### src/rtl/pit_pkg.sv
package pit_pkg;

   typedef enum logic [2:0] {
      MD_TC_INT    = 3'd0,
      MD_ONESHOT   = 3'd1,
      MD_RATE      = 3'd2,
      MD_SQUARE    = 3'd3,
      MD_SW_STROBE = 3'd4,
      MD_HW_STROBE = 3'd5
   } pit_mode_e;

   typedef enum logic [1:0] {
      ACC_LATCH = 2'd0,
      ACC_LO    = 2'd1,
      ACC_HI    = 2'd2,
      ACC_LOHI  = 2'd3
   } pit_acc_e;

   // Mode field: a set middle bit folds the two periodic modes onto 2 and 3
   function automatic pit_mode_e decode_mode(input logic [2:0] f);
      if (f[1]) return f[0] ? MD_SQUARE : MD_RATE;
      return pit_mode_e'(f);
   endfunction

   // Output level right after a control word is accepted
   function automatic logic out_after_ctl(input pit_mode_e m);
      return !(m == MD_TC_INT || m == MD_HW_STROBE);
   endfunction

endpackage

### src/rtl/pit_ctrl_reg.sv
module pit_ctrl_reg
   import pit_pkg::*;
#(
   parameter int ADDR_W  = 2,
   parameter int CW_W    = 7,
   parameter int CHAN_ID = 0
) (
   input  logic              clk,
   input  logic              rst_n,
   input  logic              wr_en,
   input  logic [ADDR_W-1:0] addr,
   input  logic [CW_W-1:0]   cw,
   output pit_mode_e         mode_q,
   output pit_mode_e         new_mode,
   output pit_acc_e          acc_q,
   output logic              ctl_load,
   output logic              latch_cmd
);
   localparam logic [ADDR_W-1:0] CTL_ADDR = '1;
   localparam logic [1:0]        MY_SC    = 2'(CHAN_ID);

   logic     ctl_hit;
   logic     sc_match;
   pit_acc_e acc_f;

   assign ctl_hit  = wr_en && (addr == CTL_ADDR);
   assign sc_match = (cw[CW_W-1 -: 2] == MY_SC);
   assign acc_f    = pit_acc_e'(cw[4:3]);
   assign new_mode = decode_mode(cw[2:0]);

   assign ctl_load  = ctl_hit && sc_match && (acc_f != ACC_LATCH);
   assign latch_cmd = ctl_hit && sc_match && (acc_f == ACC_LATCH);

   always_ff @(posedge clk) begin
      if (!rst_n) begin
         mode_q <= MD_TC_INT;
         acc_q  <= ACC_LOHI;
      end else if (ctl_load) begin
         mode_q <= new_mode;
         acc_q  <= acc_f;
      end
   end


   acc_never_latch_chk: assert property (@(posedge clk) disable iff (!rst_n)
      ctl_load |=> (acc_q != ACC_LATCH));

endmodule

### src/rtl/pit_io_seq.sv
module pit_io_seq
   import pit_pkg::*;
#(
   parameter int ADDR_W  = 2,
   parameter int DATA_W  = 8,
   parameter int CNT_W   = 16,
   parameter int CHAN_ID = 0
) (
   input  logic              clk,
   input  logic              rst_n,
   input  logic              wr_en,
   input  logic              rd_en,
   input  logic [ADDR_W-1:0] addr,
   input  logic [DATA_W-1:0] wdata,
   input  pit_acc_e          acc_q,
   input  logic              ctl_load,
   input  logic              latch_cmd,
   input  logic [CNT_W-1:0]  cnt,
   output logic [CNT_W-1:0]  init_q,
   output logic              wr_done_q,
   output logic [DATA_W-1:0] rdata
);
   localparam logic [ADDR_W-1:0] MY_ADDR = ADDR_W'(CHAN_ID);

   logic              wr_hit, rd_hit;
   logic              wr_hi_q, rd_hi_q;
   logic              latch_vld_q;
   logic [CNT_W-1:0]  latch_q;
   logic [CNT_W-1:0]  src;
   logic [DATA_W-1:0] sel_byte;

   assign wr_hit = wr_en && (addr == MY_ADDR);
   assign rd_hit = rd_en && (addr == MY_ADDR);

   always_ff @(posedge clk) begin
      if (!rst_n) begin
         init_q      <= '0;
         wr_done_q   <= 1'b0;
         wr_hi_q     <= 1'b0;
         rd_hi_q     <= 1'b0;
         latch_vld_q <= 1'b0;
         latch_q     <= '0;
      end else begin
         wr_done_q <= 1'b0;
         if (ctl_load) begin
            wr_hi_q     <= 1'b0;
            rd_hi_q     <= 1'b0;
            latch_vld_q <= 1'b0;
         end else begin
            if (wr_hit) begin
               case (acc_q)
                  ACC_LO: begin
                     init_q    <= {{DATA_W{1'b0}}, wdata};
                     wr_done_q <= 1'b1;
                  end
                  ACC_HI: begin
                     init_q    <= {wdata, {DATA_W{1'b0}}};
                     wr_done_q <= 1'b1;
                  end
                  default: begin
                     if (!wr_hi_q) begin
                        init_q[DATA_W-1:0] <= wdata;
                        wr_hi_q            <= 1'b1;
                     end else begin
                        init_q[CNT_W-1:DATA_W] <= wdata;
                        wr_hi_q                <= 1'b0;
                        wr_done_q              <= 1'b1;
                     end
                  end
               endcase
            end
            if (latch_cmd && !latch_vld_q) begin
               latch_q     <= cnt;
               latch_vld_q <= 1'b1;
            end
            if (rd_hit) begin
               if (acc_q == ACC_LOHI) begin
                  rd_hi_q <= !rd_hi_q;
                  if (rd_hi_q) latch_vld_q <= 1'b0;
               end else begin
                  latch_vld_q <= 1'b0;
               end
            end
         end
      end
   end

   always_comb begin
      src = latch_vld_q ? latch_q : cnt;
      case (acc_q)
         ACC_LO:  sel_byte = src[DATA_W-1:0];
         ACC_HI:  sel_byte = src[CNT_W-1:DATA_W];
         default: sel_byte = rd_hi_q ? src[CNT_W-1:DATA_W] : src[DATA_W-1:0];
      endcase
      rdata = rd_hit ? sel_byte : '0;
   end


   latch_hold_chk: assert property (@(posedge clk) disable iff (!rst_n)
      (latch_vld_q && !rd_hit && !ctl_load) |=> (latch_vld_q && $stable(latch_q)));


   first_byte_no_load_chk: assert property (@(posedge clk) disable iff (!rst_n)
      (wr_hit && acc_q == ACC_LOHI && !wr_hi_q && !ctl_load) |=> !wr_done_q);

endmodule

### src/rtl/pit_count_core.sv
module pit_count_core
   import pit_pkg::*;
#(
   parameter int CNT_W     = 16,
   parameter int GATE_SYNC = 0
) (
   input  logic             clk,
   input  logic             rst_n,
   input  logic             tick,
   input  logic             gate,
   input  pit_mode_e        mode_q,
   input  pit_mode_e        new_mode,
   input  logic             ctl_load,
   input  logic             wr_done,
   input  logic [CNT_W-1:0] init,
   output logic             out_q,
   output logic [CNT_W-1:0] cnt_q
);
   localparam logic [CNT_W-1:0] ONE = CNT_W'(1);
   localparam logic [CNT_W-1:0] TWO = CNT_W'(2);

   logic gate_s, gate_d, gate_rise;
   logic running, load_pend, trig, have_cnt, strb;
   logic trig_mode;

   logic [CNT_W-1:0] dec, step_cnt;
   logic             step_out, step_run, step_strb;

   generate
      if (GATE_SYNC == 0) begin : g_gate_direct
         assign gate_s = gate;
      end else begin : g_gate_sync
         logic [GATE_SYNC-1:0] sh;
         always_ff @(posedge clk) begin
            if (!rst_n) sh <= '0;
            else        sh <= (sh << 1) | GATE_SYNC'(gate);
         end
         assign gate_s = sh[GATE_SYNC-1];
      end
   endgenerate

   assign gate_rise = gate_s && !gate_d;
   assign trig_mode = (mode_q == MD_ONESHOT) || (mode_q == MD_HW_STROBE);

   // One counting step of the current mode
   always_comb begin
      dec       = cnt_q - ONE;
      step_cnt  = dec;
      step_out  = out_q;
      step_run  = 1'b1;
      step_strb = 1'b0;
      case (mode_q)
         MD_TC_INT, MD_ONESHOT: begin
            if (cnt_q == ONE) step_out = 1'b1;
         end
         MD_RATE: begin
            if (cnt_q == ONE) begin
               step_cnt = init;
               step_out = 1'b1;
            end else if (cnt_q == TWO) begin
               step_out = 1'b0;
            end
         end
         MD_SQUARE: begin
            step_cnt = (cnt_q == ONE) ? init : dec;
            step_out = (step_cnt > (init >> 1));
         end
         default: begin
            if (cnt_q == ONE) begin
               step_out  = 1'b0;
               step_run  = 1'b0;
               step_strb = 1'b1;
            end
         end
      endcase
   end

   always_ff @(posedge clk) begin
      if (!rst_n) begin
         out_q     <= 1'b0;
         cnt_q     <= '0;
         gate_d    <= 1'b0;
         running   <= 1'b0;
         load_pend <= 1'b0;
         trig      <= 1'b0;
         have_cnt  <= 1'b0;
         strb      <= 1'b0;
      end else begin
         gate_d <= gate_s;
         if (ctl_load) begin
            out_q     <= out_after_ctl(new_mode);
            running   <= 1'b0;
            load_pend <= 1'b0;
            trig      <= 1'b0;
            have_cnt  <= 1'b0;
            strb      <= 1'b0;
         end else begin
            if (gate_rise)  trig <= 1'b1;
            else if (tick)  trig <= 1'b0;

            if (wr_done) begin
               load_pend <= 1'b1;
               have_cnt  <= 1'b1;
               if (mode_q == MD_TC_INT) out_q <= 1'b0;
            end else if (tick && !trig_mode) begin
               load_pend <= 1'b0;
            end

            if (tick) begin
               if (strb) begin
                  out_q <= 1'b1;
                  strb  <= 1'b0;
               end
               if (trig_mode) begin
                  if (trig && have_cnt) begin
                     cnt_q   <= init;
                     running <= 1'b1;
                     out_q   <= (mode_q != MD_ONESHOT);
                     strb    <= 1'b0;
                  end else if (running) begin
                     cnt_q   <= step_cnt;
                     out_q   <= step_out;
                     running <= step_run;
                     strb    <= step_strb;
                  end
               end else if (load_pend) begin
                  cnt_q   <= init;
                  running <= 1'b1;
                  if (mode_q != MD_TC_INT) out_q <= 1'b1;
               end else if (running && gate_s) begin
                  cnt_q   <= step_cnt;
                  out_q   <= step_out;
                  running <= step_run;
                  strb    <= step_strb;
               end
            end
         end
      end
   end


   ctl_out_level_chk: assert property (@(posedge clk) disable iff (!rst_n)
      ctl_load |=> (out_q == out_after_ctl($past(new_mode))));


   gate_hold_chk: assert property (@(posedge clk) disable iff (!rst_n)
      (!ctl_load && !trig_mode && !gate_s && !load_pend) |=> $stable(cnt_q));


   tc_stays_high_chk: assert property (@(posedge clk) disable iff (!rst_n)
      (mode_q == MD_TC_INT && out_q && !ctl_load && !wr_done) |=> out_q);


   rate_low_one_tick_chk: assert property (@(posedge clk) disable iff (!rst_n)
      (mode_q == MD_RATE && tick && gate_s && !out_q && !ctl_load) |=> out_q);


   strobe_one_tick_chk: assert property (@(posedge clk) disable iff (!rst_n)
      (mode_q == MD_SW_STROBE && tick && !out_q && !ctl_load) |=> out_q);

endmodule

### src/rtl/pit_channel.sv
module pit_channel
   import pit_pkg::*;
#(
   parameter int ADDR_W    = 2,
   parameter int DATA_W    = 8,
   parameter int CNT_W     = 16,
   parameter int CHAN_ID   = 0,
   parameter int GATE_SYNC = 0
) (
   input  logic              clk,
   input  logic              rst_n,
   input  logic              bus_wr,
   input  logic              bus_rd,
   input  logic [ADDR_W-1:0] bus_addr,
   input  logic [DATA_W-1:0] bus_wdata,
   output logic [DATA_W-1:0] bus_rdata,
   input  logic              cnt_ce,
   input  logic              gate_in,
   output logic              tmr_out
);
   localparam int CW_W = DATA_W - 1;

   generate
      if (DATA_W != 8) begin : g_bad_data_w
         $error("pit_channel: control word layout needs an 8-bit data bus");
      end
      if (CNT_W != 2 * DATA_W) begin : g_bad_cnt_w
         $error("pit_channel: count must be exactly two data bytes");
      end
      if (ADDR_W != 2) begin : g_bad_addr_w
         $error("pit_channel: three counters plus control need two address bits");
      end
      if (CHAN_ID < 0 || CHAN_ID > 2) begin : g_bad_chan
         $error("pit_channel: channel number must be 0, 1 or 2");
      end
      if (GATE_SYNC < 0 || GATE_SYNC > 4) begin : g_bad_sync
         $error("pit_channel: gate synchronizer depth out of range");
      end
   endgenerate

   pit_mode_e        mode_q, new_mode;
   pit_acc_e         acc_q;
   logic             ctl_load, latch_cmd, wr_done;
   logic [CNT_W-1:0] init, cnt;

   pit_ctrl_reg #(
      .ADDR_W (ADDR_W),
      .CW_W   (CW_W),
      .CHAN_ID(CHAN_ID)
   ) u_ctrl (
      .clk      (clk),
      .rst_n    (rst_n),
      .wr_en    (bus_wr),
      .addr     (bus_addr),
      .cw       (bus_wdata[DATA_W-1:1]),
      .mode_q   (mode_q),
      .new_mode (new_mode),
      .acc_q    (acc_q),
      .ctl_load (ctl_load),
      .latch_cmd(latch_cmd)
   );

   pit_io_seq #(
      .ADDR_W (ADDR_W),
      .DATA_W (DATA_W),
      .CNT_W  (CNT_W),
      .CHAN_ID(CHAN_ID)
   ) u_io (
      .clk      (clk),
      .rst_n    (rst_n),
      .wr_en    (bus_wr),
      .rd_en    (bus_rd),
      .addr     (bus_addr),
      .wdata    (bus_wdata),
      .acc_q    (acc_q),
      .ctl_load (ctl_load),
      .latch_cmd(latch_cmd),
      .cnt      (cnt),
      .init_q   (init),
      .wr_done_q(wr_done),
      .rdata    (bus_rdata)
   );

   pit_count_core #(
      .CNT_W    (CNT_W),
      .GATE_SYNC(GATE_SYNC)
   ) u_core (
      .clk     (clk),
      .rst_n   (rst_n),
      .tick    (cnt_ce),
      .gate    (gate_in),
      .mode_q  (mode_q),
      .new_mode(new_mode),
      .ctl_load(ctl_load),
      .wr_done (wr_done),
      .init    (init),
      .out_q   (tmr_out),
      .cnt_q   (cnt)
   );

endmodule

### config.mk
export PLATFORM = sky130hd
export DESIGN_NAME = pit_channel
export DESIGN_NICKNAME = d
export VERILOG_FILES = /design/src/rtl/pit_pkg.sv /design/src/rtl/pit_ctrl_reg.sv /design/src/rtl/pit_io_seq.sv /design/src/rtl/pit_count_core.sv /design/src/rtl/pit_channel.sv
export SDC_FILE = /design/constraint.sdc
export NUM_CORES = 1
export LEC_CHECK = 0
export BUFFER_PORTS_ARGS = -buffer_cell sky130_fd_sc_hd__buf_2
export CAP_MARGIN = 20
export CORE_ASPECT_RATIO = 0.5
export CORE_MARGIN = 1.5
export CORE_UTILIZATION = 60
export CTS_BUF_LIST = sky130_fd_sc_hd__clkbuf_4 sky130_fd_sc_hd__clkbuf_8 sky130_fd_sc_hd__clkbuf_16
export CTS_CLUSTER_SIZE = 20
export DETAILED_ROUTE_END_ITERATION = 12
export PLACE_DENSITY_LB_ADDON = 0.08
export SLEW_MARGIN = 20
export SYNTH_ARGS = -nofsm -noshare
export SYNTH_HDL_FRONTEND = slang
export SYNTH_SLANG_ARGS = --single-unit
### constraint.sdc
create_clock -name clk -period 6.3 [get_ports clk]
set_input_delay 1.26 -clock clk [delete_from_list [all_inputs] [get_ports clk]]
set_output_delay 1.26 -clock clk [all_outputs]
set_load 0.005 [all_outputs]
==> impl_metrics.toml <==
[worst_setup_path]
cp_slowest_cell = "mux2i_1"
crit_fanout = 9
crit_chain = "inv_1 -> ha_1 -> mux2i_1 -> o22ai_1 -> and2_1 -> buf_2"
worstPathArrival_ns = 2.58
worstSetupPathType = "flop to output pin"
cpPeakStageDelay_ns = 0.74
cp-end-kind = "output pin"
crit_required_ns = 5.04
critPathLaunchType = "flop"
rr_worst_depth = 12

[synthesis]
synth_top_family_by_area = "simple AND/OR/NAND/NOR gates"
synthMuxAreaShare_pct = 4.673
synth_top_area_share_pct = 31.48
ys_seq_area_share_pct = 31.48
synth_edf_count = 0
synth_area_per_cell_sq_um = 7.934
synth_flop_cell = "dfxtp_1"
synthAdderAreaFrac_pct = 6.456
ys.warnings.count = 0
synth-simple-area-share_pct = 24.78
syn_area_sq_um = 4070
async_flop_share_pct = 0
synth_seq_cells = 64
synth-compound-area-share_pct = 23.02
synth.largest_area_cell = "dfxtp_1"
ys_types = 61
synth_xor_area_share_pct = 3.228
synth_fp_nets = 550
syn-instance-count = 513
synth.area.top_cells = "dfxtp_1 31%, a21oi_1 7.6%, nand2_1 6.8%"

[cells_and_area]
nets = 557
area_growth_pct = 9.714
layout_common_cells = "74 x nand2_1, 64 x dfxtp_1, 62 x a21oi_1, 40 x nor2_1, 24 x buf_2"
layout_commonest_cell = "nand2_1"
diodes = 0
final_cells = 613
drive_gt1_share_pct = 10.67
stdcell_area_sq_um = 4466

[route]
drc = 0
wire_per_inst_microns = 18.00
vias = 3868
drt_pass1_iterations = 5
postRouteAntennaNets = 0
drt_wl_total_mm = 11.03
drtIter0Drc = 400
viasPerCell = 6.310

[floorplan]
placementRows = 20
core_sq_um = 6306
start_util_pct = 64.54
io_pins = 25
dieHeight_microns = 61.24
die_area_sq_um = 7317
fp.dieW_microns = 119.5

[timing]
hold_violations = 0
fin_ws_ns = 2.462
clock_skew_ns = 0.007704
fin_crit_sh_pct = 60.92
rsz0062_at_grt = "no"
finalSetupViolCount = 0
drv_slew = 0
slew_headroom_pct = 26.35
fmax_mhz = 260.6
tightest_slew_ns = 1.103
setup_tns_ns = 0
min_period_ns = 3.838

[global_routing]
grt_start_max_net_pins = 29
grt_use_met2_pct = 46.06
grt_usage_pct = 31.61
grt_pass1_wl_mm = 17.36
top_usage_layer = "met2"
use_met3_pct = 9.907
grt_antenna_before_repair = 0
overflow = 0
grtUsageMet1_pct = 45.99
grt_pass1_vias = 3326

[placed_design]
portBuffers = 24
place_ws_ns = 2.550
dp.final_hpwl_mm = 7.961
placed_cells = 597
placed_area_sq_um = 4145
gp_congestion = 0.9546

[power]
p_total_mw = 1.095
seqPwrFrac_pct = 38.5
p_sw_mw = 0.2830
intPower_mw = 0.8119
comb_power_share_pct = 12.1
p_leak_nw = 1.742
sw_frac_of_total_pct = 25.85
pwr_density_cell_nw_per_um2 = 245.2
vdd_drop_max_mv = 0.1532
clkPwrFrac_pct = 49.4

[clock_network]
h-tree-depth = 3
cts_tree = "done"
cts.sinks = 64
path_clk_slew_ns = 0.06
clock_latency_ns = 0.34
cts.hold.buffers_added = 0
numCtsBuffers = 9
clk_path_buf_depth = 2
cts-root-buf = "clkbuf_16"
cts_resized = 0
post_cts_buffers = 0

[job]
cap_viol_max_count = 0

[run_status]
status = "completed"

[worst_hold_path]
hp-class = "flop to flop"
hold_depth = 2
[power groups by stage]
stage	clock network [mW]	logic (mW)	registers (mW)
floorplan	0	0.100	0.424
global placement	0	0.128	0.430
detailed placement	0	0.129	0.430
CTS	0.541	0.130	0.421
global route	0.556	0.148	0.422
finish	0.541	0.132	0.421
[cells by family after synthesis]
kind of cell / after synthesis
muxes: 19
xor gates and xnor gates: 15
adders and majority gates: 21
and+or+nand+nor: 195
DFF: 64
AOI/OAI and AO/OA: 147
buffers and inverters: 52
[cells in the mapped netlist (all sizes together), types with 6 or more instances]
master and count:
buf 16, nor2 41, mux2i 19, a22o 14, nand2b 6, nand4 9
dfxtp 64, inv 22, nand2 74, ha 21, o21ai 20, clkbuf 14
nand3 11, nor3 12, and2 14, xnor2 8, xor2 7, a21oi 64
o22ai 16
[routing by layer]
| metal | up-vias | wire, microns |
|---|---|---|
| met3 | 13 | 1015 |
| met5 | - | 0 |
| met1 | 1842 | 5504 |
| met4 | 0 | 119 |
| li1 | 1848 | - |
| met2 | 165 | 4394 |
[final cells by class]
cell class / count / area, sq um
repair buffers: 26 / 135.1
inverters: 22 / 82.58
multi-input cells: 397 / 2536
flip-flops and latches: 64 / 1281
clock buffers: 9 / 225.2
clock inverters: 7 / 95.09
well taps: 88 / 110.1
fillers: 545 / 1841
[worst paths after layout]
path	startpoint	end	slack, ns
hold reg to reg	u_io.latch_q[7]$_SDFFE_PN0P_	u_io.latch_q[7]$_SDFFE_PN0P_	0.45
setup / recovery	u_ctrl.acc_q[0]$_SDFFE_PN1P_	bus_rdata[0]	2.46
setup reg to reg	u_core.cnt_q[9]$_SDFFE_PN0P_	u_core.out_q$_SDFF_PN0_	2.50
hold / removal	u_io.latch_q[7]$_SDFFE_PN0P_	u_io.latch_q[7]$_SDFFE_PN0P_	0.45
[flip-flops by register name, indices dropped and copies added, names as in the netlist, 2 cells and up]
signal	flops
u_core.cnt_q	16
u_io.init_q	16
u_io.latch_q	16
u_ctrl.mode_q	3
u_ctrl.acc_q	2
[critical path: cells and delay by family (launching register included)]
kind | cells | cell delay (ns)
AOI/OAI and AO/OA | 1 | 0.23
adders and majority gates | 1 | 0.48
buffers and inverters | 2 | 0.19
DFF | 1 | 0.39
muxes | 1 | 0.74
and+or+nand+nor | 1 | 0.21
[metrics by stage]
| step | hold slack [ns] | utilization, % |
|---|---|---|
| after floorplan | 0.4360 | - |
| final | 0.4532 | 70.81 |
| after global routing | 0.4690 | 70.81 |
| after CTS | 0.4536 | 70.81 |
| after global placement | 0.4415 | 65.73 |
| after detailed placement | 0.4465 | 65.73 |
(Power assumes the default switching activity.)
